--- src/rtl/pdm_cap_pkg.sv ---
package pdm_cap_pkg;

    typedef enum logic [1:0] {
        EDGE_NONE = 2'd0,
        EDGE_RISE = 2'd1,
        EDGE_FALL = 2'd2
    } mic_edge_e;

    typedef struct packed {
        logic data_bit;
        logic strobe;
    } chan_out_t;

    function automatic int half_of(input int ratio);
        return ratio / 2;
    endfunction

endpackage

--- src/rtl/pdm_clk_div.sv ---
module pdm_clk_div
    import pdm_cap_pkg::*;
#(
    parameter int DIV_FAST = 8,
    parameter int DIV_SLOW = 12
) (
    input  logic      clk_i,
    input  logic      rst_i,
    input  logic      enable_i,
    input  logic      rate_low_i,
    output logic      mic_clk_o,
    output mic_edge_e edge_evt_o
);
    localparam int DIV_MAX = (DIV_SLOW > DIV_FAST) ? DIV_SLOW : DIV_FAST;
    localparam int DIV_W   = $clog2(DIV_MAX + 1);

    logic [DIV_W-1:0] count_q, count_d;
    logic [DIV_W-1:0] ratio_q, ratio_d;
    logic [DIV_W-1:0] ratio_req;
    logic             running_q;
    logic             mic_clk_q;
    logic             at_last, begin_period;
    mic_edge_e        edge_d;

    assign ratio_req = rate_low_i ? DIV_W'(DIV_SLOW) : DIV_W'(DIV_FAST);

    always_comb begin
        at_last      = running_q && (count_q == ratio_q - 1'b1);
        begin_period = enable_i && (!running_q || at_last);
        ratio_d      = begin_period ? ratio_req : ratio_q;
        if (!enable_i || begin_period)
            count_d = '0;
        else
            count_d = count_q + 1'b1;
        if (begin_period)
            edge_d = EDGE_RISE;
        else if (enable_i && running_q &&
                 (int'(count_q) + 1 == half_of(int'(ratio_q))))
            edge_d = EDGE_FALL;
        else
            edge_d = EDGE_NONE;
    end

    always_ff @(posedge clk_i) begin
        if (rst_i) begin
            count_q   <= '0;
            ratio_q   <= DIV_W'(DIV_FAST);
            running_q <= 1'b0;
            mic_clk_q <= 1'b0;
        end else begin
            count_q   <= count_d;
            ratio_q   <= ratio_d;
            running_q <= enable_i;
            mic_clk_q <= enable_i && (int'(count_d) < half_of(int'(ratio_d)));
        end
    end

    assign mic_clk_o  = mic_clk_q;
    assign edge_evt_o = edge_d;

    assert_ratio_at_boundary_R3: assert property (@(posedge clk_i) disable iff (rst_i)
        !$stable(ratio_q) |-> (count_q == '0));

    assert_rise_starts_period_R1: assert property (@(posedge clk_i) disable iff (rst_i)
        $rose(mic_clk_q) |-> (count_q == '0));

    assert_fall_at_half_R2: assert property (@(posedge clk_i) disable iff (rst_i)
        ($fell(mic_clk_q) && running_q) |-> (int'(count_q) == half_of(int'(ratio_q))));

    assert_idle_clock_low_R8: assert property (@(posedge clk_i) disable iff (rst_i)
        !enable_i |=> !mic_clk_q);

    assert_count_in_range_R2: assert property (@(posedge clk_i) disable iff (rst_i)
        running_q |-> (count_q < ratio_q));

endmodule

--- src/rtl/pdm_edge_latch.sv ---
module pdm_edge_latch
    import pdm_cap_pkg::*;
#(
    parameter mic_edge_e CAP_EDGE = EDGE_RISE
) (
    input  logic      clk_i,
    input  logic      rst_i,
    input  mic_edge_e edge_evt_i,
    input  logic      data_i,
    output chan_out_t chan_o
);
    chan_out_t chan_q;
    logic      hit;

    assign hit = (edge_evt_i == CAP_EDGE);

    always_ff @(posedge clk_i) begin
        if (rst_i) begin
            chan_q <= '0;
        end else begin
            chan_q.strobe <= hit;
            if (hit)
                chan_q.data_bit <= data_i;
        end
    end

    assign chan_o = chan_q;

    assert_hold_between_strobes_R10: assert property (@(posedge clk_i) disable iff (rst_i)
        !hit |=> $stable(chan_q.data_bit));

    assert_strobe_single_R7: assert property (@(posedge clk_i) disable iff (rst_i)
        chan_q.strobe |=> !chan_q.strobe);

endmodule

--- src/rtl/pdm_stereo_capture.sv ---
module pdm_stereo_capture
    import pdm_cap_pkg::*;
#(
    parameter int DIV_FAST     = 8,
    parameter int DIV_SLOW     = 12,
    parameter bit LEFT_ON_RISE = 1'b1
) (
    input  logic clk_i,
    input  logic rst_i,
    input  logic enable_i,
    input  logic rate_low_i,
    input  logic mic_data_i,
    output logic mic_clk_o,
    output logic left_bit_o,
    output logic left_valid_o,
    output logic right_bit_o,
    output logic right_valid_o
);
    localparam mic_edge_e LEFT_EDGE  = LEFT_ON_RISE ? EDGE_RISE : EDGE_FALL;
    localparam mic_edge_e RIGHT_EDGE = LEFT_ON_RISE ? EDGE_FALL : EDGE_RISE;

    mic_edge_e edge_evt;
    chan_out_t left_c, right_c;

    pdm_clk_div #(
        .DIV_FAST (DIV_FAST),
        .DIV_SLOW (DIV_SLOW)
    ) u_div (
        .clk_i      (clk_i),
        .rst_i      (rst_i),
        .enable_i   (enable_i),
        .rate_low_i (rate_low_i),
        .mic_clk_o  (mic_clk_o),
        .edge_evt_o (edge_evt)
    );

    pdm_edge_latch #(.CAP_EDGE(LEFT_EDGE)) u_left (
        .clk_i      (clk_i),
        .rst_i      (rst_i),
        .edge_evt_i (edge_evt),
        .data_i     (mic_data_i),
        .chan_o     (left_c)
    );

    pdm_edge_latch #(.CAP_EDGE(RIGHT_EDGE)) u_right (
        .clk_i      (clk_i),
        .rst_i      (rst_i),
        .edge_evt_i (edge_evt),
        .data_i     (mic_data_i),
        .chan_o     (right_c)
    );

    assign left_bit_o    = left_c.data_bit;
    assign left_valid_o  = left_c.strobe;
    assign right_bit_o   = right_c.data_bit;
    assign right_valid_o = right_c.strobe;

    assert_strobes_exclusive_R7: assert property (@(posedge clk_i) disable iff (rst_i)
        !(left_valid_o && right_valid_o));

    assert_left_edge_map_R6: assert property (@(posedge clk_i) disable iff (rst_i)
        left_valid_o |-> (mic_clk_o == LEFT_ON_RISE));

    assert_right_edge_map_R5: assert property (@(posedge clk_i) disable iff (rst_i)
        right_valid_o |-> (mic_clk_o != LEFT_ON_RISE));

    assert_strobe_needs_edge_R4: assert property (@(posedge clk_i) disable iff (rst_i)
        (left_valid_o || right_valid_o) |-> !$stable(mic_clk_o));

endmodule

--- config.mk ---
export PLATFORM = sky130hd
export DESIGN_NAME = pdm_stereo_capture
export DESIGN_NICKNAME = d
export VERILOG_FILES = /design/src/rtl/pdm_cap_pkg.sv /design/src/rtl/pdm_clk_div.sv /design/src/rtl/pdm_edge_latch.sv /design/src/rtl/pdm_stereo_capture.sv
export SDC_FILE = /design/constraint.sdc
export NUM_CORES = 1
export LEC_CHECK = 0
export ABC_AREA = 1
export BUFFER_PORTS_ARGS = -buffer_cell sky130_fd_sc_hd__buf_2
export CAP_MARGIN = 15
export CORE_UTILIZATION = 50
export CTS_CLUSTER_DIAMETER = 60
export CTS_CLUSTER_SIZE = 8
export DETAILED_ROUTE_END_ITERATION = 16
export GPL_ROUTABILITY_DRIVEN = 0
export GPL_TIMING_DRIVEN = 0
export PLACE_DENSITY = 0.7
export SYNTH_ARGS = -nofsm -noshare
export SYNTH_HDL_FRONTEND = slang
export SYNTH_SLANG_ARGS = --single-unit
--- constraint.sdc ---
create_clock -name clk_i -period 4.5 [get_ports clk_i]
set_input_delay 0.9 -clock clk_i [delete_from_list [all_inputs] [get_ports clk_i]]
set_output_delay 0.9 -clock clk_i [all_outputs]
set_load 0.1 [all_outputs]
Word level (Yosys, flattened, before mapping)
Index checks and enable logic that the tools add are counted.
- bits in registers: 14
- input port bits: 5
- output and inout bits: 5
- word-level logic and storage cells: 31
- $add $sub $neg: 3
- order comparisons: 1
- equality and inequality tests: 4
- multiplexer cells: 5
- reduce and logical (&&, ||, !) cells: 9
- operators by type and width (cell ; count):
    == test 32 x 4 -> 1 bit ; 1
    two-way mux 4 bit ; 2
    adder 4 x 1 -> 5 bit, second input constant ; 1
    logical AND 1 bit ; 5
    adder 4 x 1 -> 4 bit, second input constant ; 1
    == test 4 bit ; 1
    less-than comparator 4 x 3 -> 1 bit ; 1
    two-way mux 2 bit ; 2
    subtractor 4 x 1 -> 4 bit, second input constant ; 1
    two-way mux 3 bit ; 1
    == test 2 x 1 -> 1 bit, second input constant ; 1
    == test 2 bit, second input constant ; 1
    zero test 1 bit ; 2
    logical OR 1 bit ; 2

Depth between registers and ports, before layout
Gate-level depths: netlist (run 1).
- depth after elaboration: 9
- gate-level depth with buffers: 15
- gate-level depth less buffers: 15

By module
Synthesis (run 1) repeated with hierarchy kept, for this count alone.
- cell total of the unflattened synthesis: 99
- area total of the unflattened synthesis: 747.0 µm²
- modules (own cells, without submodules) (module ; instances ; cells each ; area an instance (µm²) ; seq. area each (µm²)):
    pdm_clk_div ; 1 ; 77 ; 584.3 ; 180.2
    pdm_edge_latch ; 2 ; 11 ; 81.3 ; 40.0

Worst setup path after synthesis (run 1)
No wires, ideal clock.
- path kind: register to register
- from: reg u_div.ratio_q[1]
- to: reg u_div.mic_clk_q, in the netlist u_div.mic_clk_o
- setup time: 0.066 ns
- arrival time: 1.816 ns
- data required time: 4.434 ns
- setup slack: 2.618 ns
- stages on the path, launching flop included: 16
- path buffers: 0
- period minus slack after synthesis: 1.882 ns
- path through: dfxtp_1 -> inv_1 -> ha_1 -> inv_1 -> nand2_1 -> nand2_1 -> nor2_2 -> nand3_2 -> nand2_2 -> nand2_2 -> nand2_1 -> o21ai_2 -> ha_1 -> nand2_1 -> nand2_1 -> a21oi_2
- longest elaborated chain between the ends: 9
- elaborated cells between the ends (all ways): 10
- classes of those cells: add/sub: 1; order compare: 1; eq/ne: 1; mux: 2; reduce/logical: 5
- RTL lines (what ; RTL line ; text):
    start: declaration ; pdm_clk_div.sv:18 ; logic [DIV_W-1:0] ratio_q, ratio_d;
    start signal: assignment ; pdm_clk_div.sv:47 ; ratio_q <= DIV_W'(DIV_FAST);
    start signal: assignment ; pdm_clk_div.sv:52 ; ratio_q <= ratio_d;
    subtractor 4 x 1 -> 4 bit ; pdm_clk_div.sv:28 ; at_last = running_q && (count_q == ratio_q - 1'b1);
    == test 4 bit ; pdm_clk_div.sv:28 ;
    logical AND 1 bit ; pdm_clk_div.sv:28 ;
    logical OR 1 bit ; pdm_clk_div.sv:29 ; begin_period = enable_i && (!running_q || at_last);
    logical AND 1 bit ; pdm_clk_div.sv:29 ;
    logical OR 1 bit ; pdm_clk_div.sv:31 ; if (!enable_i || begin_period)
    two-way mux 4 bit ; pdm_clk_div.sv:31 ;
    less-than comparator 4 x 3 -> 1 bit (*) ; pdm_clk_div.sv:54 ; mic_clk_q <= enable_i && (int'(count_d) < half_of(int'(ratio_d)));
    logical AND 1 bit (*) ; pdm_clk_div.sv:54 ;
    end signal: assignment ; pdm_clk_div.sv:54 ;
    end: declaration ; pdm_clk_div.sv:21 ; logic mic_clk_q;
Every way passes the cells marked *; elsewhere a longest branch is shown, timed or not.
A chain may end at the register's enable or synchronous reset.

Worst setup path in the final report (run 1)
Ends and elaborated chain as after synthesis.

==> flow_summary.ini, run 1 <==
[outcome]
status = finished, final reports clean

[power_and_ir_drop]
power_density_nw_per_um2 = 292
power_leakage_nw = 0.344
post-layout-total-power_uw = 219
worst_ir_drop_vdd_uv = 223

[logic_synthesis]
cell_area_after_technology_mapping_um2 = 661
netlist-cell-type-count = 21
synth.ff_latch_count = 13
post_synthesis_share_of_cell_area_spent_on_full_adders_half_adders_and_majority_gates = 0.0758
ys_seq_area_frac = 0.394
postSynthNetCount = 96
synth.avg_cell_area_um2 = 7.59
synth-xor-area-share = 0.0530
synth_compound_gate_area_share = 0.0568
synth.area.top_cells = dfxtp_1, nand2_1, ha_1
synth_top_cell_area_share = 0.394
synthesis.instances = 87
dominant_combinational_cell_family_by_area_after_synthesis = simple AND/OR/NAND/NOR gates
synth_warnings = 0
simple_gate_area_share_of_the_yosys_netlist = 0.352
most_area_hungry_cell_type_in_the_yosys_netlist = dfxtp_1
synth.area.mux_share = 0

[sta]
fin_setup_tns_ps = 0
pins_over_slew_limit = 0
relSlewSlack = 0.679
post_route_clock_period_utilization = 0.473
count_of_final_setup_violators = 0
grt_setup_unrepaired = false
finClkSkew_ps = 4.34
report.final.hold_viol_count = 0
fin_worst_hold_slack_ps = 467
fmaxAchievable_ghz = 0.470
max_slew.worst_pin.slew_ps = 484
period_needed_ps = 2130

[layout]
final_core_utilization = 0.640
share_of_final_layout_standard_cells_stronger_than_drive_strength_1 = 0.220
multi_input_comb_area_um2 = 355
final_nets = 110
antennaDiodeCount = 0
flow.area_growth_from_synthesis_pct = 13.4
finalInstanceArea_um2 = 749
sequential_cell_area_um2 = 260
n_fill_cell = 113

[floorplan]
boundaryPins = 10
die_area_um2 = 1470
core-area_um2 = 1170
num_rows = 12
floorplan.die.width_um = 38.4
floorplan.initialDensity = 0.564
fp.dieH_um = 38.4

[worst_setup_path]
required_ps = 4700
critPathArrivalTime_ps = 2330
setup.worst_path.end_class = flop
timing.critical_path.fanout_max = 6
setup.worst_path.start_class = flop
criticalPathCategory = reg -> reg
ff2ff_setup_slack_ps = 2370

[min_path]
min-delay-path-class = reg -> reg

[clocking]
clk-insertion-delay-late_ps = 260
clk_transition_reported_paths_ps = 80
cts_setup_buffers = 0
ctsLongestPathBuffers = 2
cts_sinks = 13
clock-root-buffer = clkbuf_4
count_of_instances_resized_after_the_clock_tree_is_built = 0
cts.hold.buffers_added = 0
cts-htree-levels = 1
cts_made_buffers = 3
tritoncts_clock_tree = built

[global_route]
gr-usage-all-layers = 0.196
grt_start_max_net_pins = 11
grt_first_pass_wirelength_um = 1950
gr-total-overflow = 0
number_of_antenna_violations_at_the_first_check_in_global_routing = 0
via_count_of_the_first_global_routing_pass = 508

[routing]
detail_route.wl_per_cell_um = 9.60
detail-route-antenna-nets = 0
detail_route.drc_violations = 0
drt_wl_total_um = 1090
dr_iter_0_viols = 7
average_vias_per_placed_instance = 4.76
routed-via-count = 543
detailedRoute.firstPassIterationCount = 2

[run]
timing.max_cap.violations = 0

[placement]
detailed_place.area_um2 = 723
io_buffers = 9
place_hpwl_um = 859
-- worst max-delay path, cell delays in order (launching register included) --
cell and delay (ps):
dfxtp_1 450, inv_1 70, ha_1 290, inv_1 40, nand2_1 50, nand2_1 50, nor2_2 110, nand3_2 110
nand2_2 110, nand2_2 100, nand2_1 90, o21ai_2 60, ha_1 290, nand2_1 70, nand2_1 60, a21oi_2 110
-- registers in the layout, summed over array words and instances, names as in the netlist --
signal,count
u_div.mic_clk_o,1
u_div.ratio_q,3
u_div.count_q,4
u_left.chan_o,2
u_div.running_q,1
u_right.chan_o,2
-- cell type report --
| class | count | share of cell area |
|---|---|---|
| inverters | 11 | 0.0551 |
| clock buffers | 4 | 0.0351 |
| repair buffers | 9 | 0.0601 |
| multi-input cells | 62 | 0.474 |
| well taps | 14 | 0.0234 |
| plain buffers | 1 | 0.00501 |
| flip-flops and latches | 13 | 0.347 |
-- metal layers --
layer / share of wire / vias up / wire length [µm] / track usage
met2: 0.46 / 6 / 504 / 0.326
li1: - / 302 / - / -
met3: 0.019 / 2 / 21 / 0.0174
met5: 0 / - / 0 / 0
met1: 0.51 / 233 / 556 / 0.237
met4: 0.010 / 0 / 11 / 0.129
-- cell families (layout without fill, tap and decap cells) --
kind of cell,Yosys count,after routing
flip-flops,13,13
adder cells (fa/ha/maj),4,4
AND/OR/NAND/NOR,48,48
buffers and inverters,12,25
AO/OA/AOI/OAI,6,6
XOR/XNOR,4,4
-- report_power, final --
| part | switching (mW) | internal [mW] |
|---|---|---|
| registers | 0.00159 | 0.118 |
| logic | 0.0229 | 0.00828 |
| clock network | 0.0341 | 0.0342 |
| total | 0.0586 | 0.160 |
-- through the flow --
stage | std cells | worst slack (ps)
after global placement | 110 | 2430
after detailed placement | 110 | 2380
final | 114 | 2370
after CTS | 114 | 2360
after floorplan | 87 | 2620
after global routing | 114 | 2210
-- synthesized netlist by cell type, drive strengths merged --
cell type and n:
nand2 22, nand3 6, xnor2 2, nor3 2
a21oi 4, clkbuf 1, dfxtp 13, or2 1
inv 11, nor2 13, xor2 2, nand4 1
o21ai 2, nand3b 3, ha 4
-- final timing paths --
path,cells past startpoint,start,to
min reg2reg,2,u_left.chan_o[1],u_left.chan_o[1]
min,2,u_left.chan_o[1],u_left.chan_o[1]
max,15,u_div.ratio_q[1],u_div.mic_clk_o
max reg2reg,15,u_div.ratio_q[1],u_div.mic_clk_o
-- cell usage in the layout, fill, tap and decap left out, drive strengths merged --
master	count
buf	9
or2	1
dfxtp	13
inv	11
nand4	1
xnor2	2
nor3	2
ha	4
a21oi	4
clkbuf	5
xor2	2
nand3	6
nor2	13
o21ai	2
nand2	22
nand3b	3
Note: power is estimated with default switching activity, not from simulation.
==> inputs of run 2 (changes only) <==
- clock period: 4.5 -> 2 ns (I/O delays scaled with it)
==> run 2 against run 1 <==
Compared with the run above: first-iteration DRC count down 57%; wire length grew 17%; clock skew decreased by 2.9 ps; via count grew 6.1%; largest power group unchanged; worst hold slack lost 150 ps; critical path type unchanged; worst setup slack lost 2300 ps; non-clock buffer count increased by 6.
==> flow_summary.ini, run 2 (synthesis results as in run 1) <==
[clocking]
cts_made_buffers = 3
clock-root-buffer = clkbuf_4
clk_transition_reported_paths_ps = 70
cts_sinks = 13
cts-htree-levels = 1
clk-insertion-delay-late_ps = 260
ctsLongestPathBuffers = 2
cts.hold.buffers_added = 0
tritoncts_clock_tree = built

[layout]
most-common-layout-cells = nand2_1, nor2_1, dfxtp_1
final_nets = 116
most_common_library_cell_in_the_layout_ignoring_fill_and_taps = nand2_1
final_core_utilization = 0.710
top_regs = u_div.count_q x4, u_div.ratio_q x3
n_fill_cell = 102
share_of_final_layout_standard_cells_stronger_than_drive_strength_1 = 0.311
largest_reg_flops = 4
finish.cell_count_without_fillers = 120
flow.area_growth_from_synthesis_pct = 25.9
antennaDiodeCount = 0
largest_register = u_div.count_q

[floorplan]
boundaryPins = 10
fp.dieH_um = 38.4
floorplan.initialDensity = 0.564
floorplan.die.width_um = 38.4
core-area_um2 = 1170
die_area_um2 = 1470
num_rows = 12

[run]
timing.max_cap.violations = 0

[global_route]
gr-usage-all-layers = 0.204
gr-total-overflow = 0
via_count_of_the_first_global_routing_pass = 526
grt_start_max_net_pins = 11
number_of_antenna_violations_at_the_first_check_in_global_routing = 0
grt_first_pass_wirelength_um = 2010

[sta]
report.final.hold_viol_count = 0
post_route_clock_period_utilization = 0.953
final.setup.worst_slack_ps = 93.3
grt_setup_unrepaired = false
period_needed_ps = 1910
max_slew.worst_pin.slew_ps = 484
relSlewSlack = 0.679
fmaxAchievable_ghz = 0.524
pins_over_slew_limit = 0
count_of_final_setup_violators = 0
finClkSkew_ps = 1.40

[worst_setup_path]
crit_path_cell_trace = inv_1 -> ha_4 -> inv_1 -> nand2_1 -> nand2_1 -> nor2_2 -> nand3_2 -> nand2_2 -> nand2_4 -> nand2_4 -> o21ai_4 -> ha_1 -> nand2_1 -> nand2_1 -> a21oi_2
critPathSlowestCell = dfxtp_4
required_ps = 2200
setup.worst_path.start_class = flop
path_buf_inv = 2
cell_type_group_with_the_largest_total_delay_on_the_critical_path = simple AND/OR/NAND/NOR gates
timing.critical_path.mode_cell = nand2_1
critPathArrivalTime_ps = 2110
setup.worst_path.end_class = flop
criticalPathCategory = reg -> reg
slowest_delay_ps = 350
timing.critical_path.fanout_max = 4

[power_and_ir_drop]
worst_ir_drop_vdd_uv = 503
post-layout-total-power_uw = 509
power_leakage_nw = 0.380
power_density_nw_per_um2 = 612

[routing]
dr_iter_0_viols = 3
detailedRoute.firstPassIterationCount = 4
detail-route-antenna-nets = 0
average_vias_per_placed_instance = 4.80
drt_wl_total_um = 1280
detail_route.wl_per_cell_um = 10.7
detail_route.drc_violations = 0
routed-via-count = 576

[placement]
placed_cells = 110
io_buffers = 9
place_hpwl_um = 859
dp_slack_ps = -118

[min_path]
min-delay-path-class = in -> reg

[outcome]
status = finished, final reports clean
run 2: final cells by class:
cell class,count,area [µm²],area share
Buffer,1,3.75,0.00451
Timing Repair Buffer,15,90.1,0.108
Clock buffer,4,26.3,0.0316
Tap cell,14,17.5,0.0211
Inverter,11,41.3,0.0496
Sequential cell,13,265,0.319
Multi-Input combinational cell,62,388,0.466
run 2: report_power, final:
| part | leakage [nW] | total, mW | switching (mW) | internal, mW |
|---|---|---|---|---|
| logic | 0.258 | 0.0875 | 0.0590 | 0.0285 |
| clock network | 0.0150 | 0.153 | 0.0761 | 0.0771 |
| registers | 0.107 | 0.268 | 0.00415 | 0.264 |
| total | 0.380 | 0.509 | 0.139 | 0.370 |
run 2: repair_timing:
action	4_1_cts	5_1_grt
endpoints found under the setup margin	1	1
resized for setup	2	7
setup buffers	3	3
pin swaps	1	3
run 2: through the flow:
| stage | setup TNS [ps] | area [µm²] | hold slack [ps] |
|---|---|---|---|
| 2_1_floorplan | 0 | 661 | 480 |
| 3_3_place_gp | -67.3 | 723 | 447 |
| 3_5_place_dp | -118 | 723 | 457 |
| 4_1_cts | 0 | 776 | 315 |
| 5_1_grt | 0 | 832 | 329 |
| 6_report | 0 | 832 | 320 |
run 2: worst paths after layout:
path / from / slack, ps / endpoint / cells past startpoint
worst max-delay path: u_div.ratio_q[1] / 90 / u_div.mic_clk_o / 15
worst min-delay path: rst_i / 320 / u_div.running_q / 2
worst max register to register: u_div.ratio_q[1] / 90 / u_div.mic_clk_o / 15
worst min register to register: u_left.chan_o[1] / 460 / u_left.chan_o[1] / 2
run 2: per-layer routing:
layer	global-route usage	vias to the layer above	share of wire
met5	0	-	0
met4	0.129	0	0.0086
met3	0.0174	2	0.022
met2	0.339	10	0.50
met1	0.252	249	0.47
li1	-	315	-
==> inputs of run 3 (changes only) <==
- BUFFER_PORTS_ARGS: -buffer_cell sky130_fd_sc_hd__buf_2 -> unset
- DONT_BUFFER_PORTS: unset -> 1
- PLACE_DENSITY: 0.7 -> 0.64
==> run 3 against run 2 <==
Compared with the run above: clock skew is 1.6 ps higher; sequential cell count stayed put; register-to-register slack better by 20 ps; die area stayed put; first-iteration DRC count is 100% higher; final area is 4.5% lower; fmax is 1.1% higher; critical path type unchanged.
==> flow_summary.ini, run 3 (synthesis results as in run 1) <==
[layout]
top_regs = u_div.count_q x4, u_div.ratio_q x3
finalInstanceArea_um2 = 795
sequential_cell_area_um2 = 265
most_common_library_cell_in_the_layout_ignoring_fill_and_taps = nand2_1
share_of_final_layout_standard_cells_stronger_than_drive_strength_1 = 0.260
n_fill_cell = 109
multi_input_comb_area_um2 = 403
largest_register = u_div.count_q
final_nets = 106
most-common-layout-cells = nand2_1, dfxtp_1, inv_1, nor2_1, buf_4
flow.area_growth_from_synthesis_pct = 20.3
finish.cell_count_without_fillers = 110
antennaDiodeCount = 0
largest_reg_flops = 4

[placement]
detailed_place.area_um2 = 678
io_buffers = 0
dp_slack_ps = -82.6
place_hpwl_um = 833
placed_cells = 101

[routing]
detail_route.drc_violations = 0
average_vias_per_placed_instance = 4.87
detailedRoute.firstPassIterationCount = 4
drt_wl_total_um = 1230
dr_iter_0_viols = 6
detail-route-antenna-nets = 0
routed-via-count = 536
detail_route.wl_per_cell_um = 11.2

[worst_setup_path]
ff2ff_setup_slack_ps = 110
worst-r2r-cell-count = 14
critical_path_start = u_div.ratio_q[1]
setup.worst_path.end_class = flop
crit_path_cell_trace = inv_1 -> ha_4 -> inv_1 -> nand2_1 -> nand2_1 -> nor2_2 -> nand3_2 -> nand2_2 -> nand2_4 -> o21ai_4 -> ha_4 -> nand2_1 -> nand2_1 -> a21oi_2
critPathSlowestCell = dfxtp_4
startpoint_of_the_worst_register_to_register_path = u_div.ratio_q[1]
timing.critical_path.fanout_max = 5
required_ps = 2200
rr_endpoint = u_div.mic_clk_o
slowest_delay_ps = 360
criticalPathCategory = reg -> reg
worst_setup_path_endpoint = u_div.mic_clk_o
setup.worst_path.start_class = flop
timing.critical_path.mode_cell = nand2_1
critPathArrivalTime_ps = 2090

[sta]
pins_over_slew_limit = 0
max_slew.worst_pin.slew_ps = 963
finClkSkew_ps = 3.01
report.final.hold_viol_count = 0
fin_worst_hold_slack_ps = 233
final.setup.worst_slack_ps = 114
grt_setup_unrepaired = false
fin_setup_tns_ps = 0
count_of_final_setup_violators = 0
period_needed_ps = 1890
post_route_clock_period_utilization = 0.943
relSlewSlack = 0.357
fmaxAchievable_ghz = 0.530

[clocking]
tritoncts_clock_tree = built
clk-insertion-delay-late_ps = 260
clk_transition_reported_paths_ps = 70
cts-htree-levels = 1
ctsLongestPathBuffers = 2
clock-root-buffer = clkbuf_4
cts_sinks = 13
cts_made_buffers = 3

[global_route]
grt_start_max_net_pins = 11
number_of_antenna_violations_at_the_first_check_in_global_routing = 0
gr-usage-all-layers = 0.194
gr-total-overflow = 0
grt_first_pass_wirelength_um = 1900
via_count_of_the_first_global_routing_pass = 440

[power_and_ir_drop]
power_leakage_nw = 0.330
worst_ir_drop_vdd_uv = 613
power_density_nw_per_um2 = 625

[floorplan]
num_rows = 12
floorplan.initialDensity = 0.564
die_area_um2 = 1470
boundaryPins = 10
fp.dieH_um = 38.4
core-area_um2 = 1170
floorplan.die.width_um = 38.4

[outcome]
status = finished, final reports clean

[run]
timing.max_cap.violations = 0

[min_path]
min-delay-path-class = in -> reg
[run 3: stage by stage]
stage	power, mW	utilization
2_1_floorplan	0.330	-
3_3_place_gp	0.336	0.579
3_5_place_dp	0.337	0.579
4_1_cts	0.493	0.628
5_1_grt	0.531	0.678
6_report	0.497	0.678
[run 3: layout make-up]
| class | instances | area share |
|---|---|---|
| Buffer | 1 | 0.00472 |
| Inverter | 11 | 0.0520 |
| Sequential cell | 13 | 0.334 |
| Timing Repair Buffer | 5 | 0.0472 |
| Clock buffer | 4 | 0.0331 |
| Tap cell | 14 | 0.0220 |
| Multi-Input combinational cell | 62 | 0.507 |
[run 3: timing repair]
item                       CTS  global route
buffers inserted             3             2
hold buffers                 0             0
pin swaps                    1             7
setup endpoints to repair    1             1
gates resized for setup      3             8
[run 3: report_power, final]
group	switching, mW	internal (mW)
Combinational	0.0307	0.0239
Sequential	0.0282	0.264
Clock	0.0729	0.0770
Total	0.132	0.365
[run 3: worst min-delay path by stage]
stage | from | endpoint | cells past startpoint
2_1_floorplan | u_div.ratio_q[1] | u_div.ratio_q[1] | 2
3_3_place_gp | rst_i | u_div.running_q | 1
3_5_place_dp | rst_i | u_div.running_q | 1
4_1_cts | rst_i | u_div.running_q | 1
5_1_grt | rst_i | u_div.running_q | 1
6_report | rst_i | u_div.running_q | 1
[run 3: worst max-delay path: cells and delay by family, from the launching register on]
family                     cells  cell delay, ps
buffers and inverters          2              90
AOI/OAI and AO/OA              2             300
and+or+nand+nor                8             600
DFF                            1             360
adders and majority gates      2             480
[run 3: layer usage]
layer / track usage / routed length (µm) / vias up
met5: 0 / 0 / -
met4: 0.0517 / 0 / 0
met3: 0.0233 / 30 / 0
met2: 0.326 / 585 / 6
met1: 0.263 / 611 / 234
li1: - / - / 296
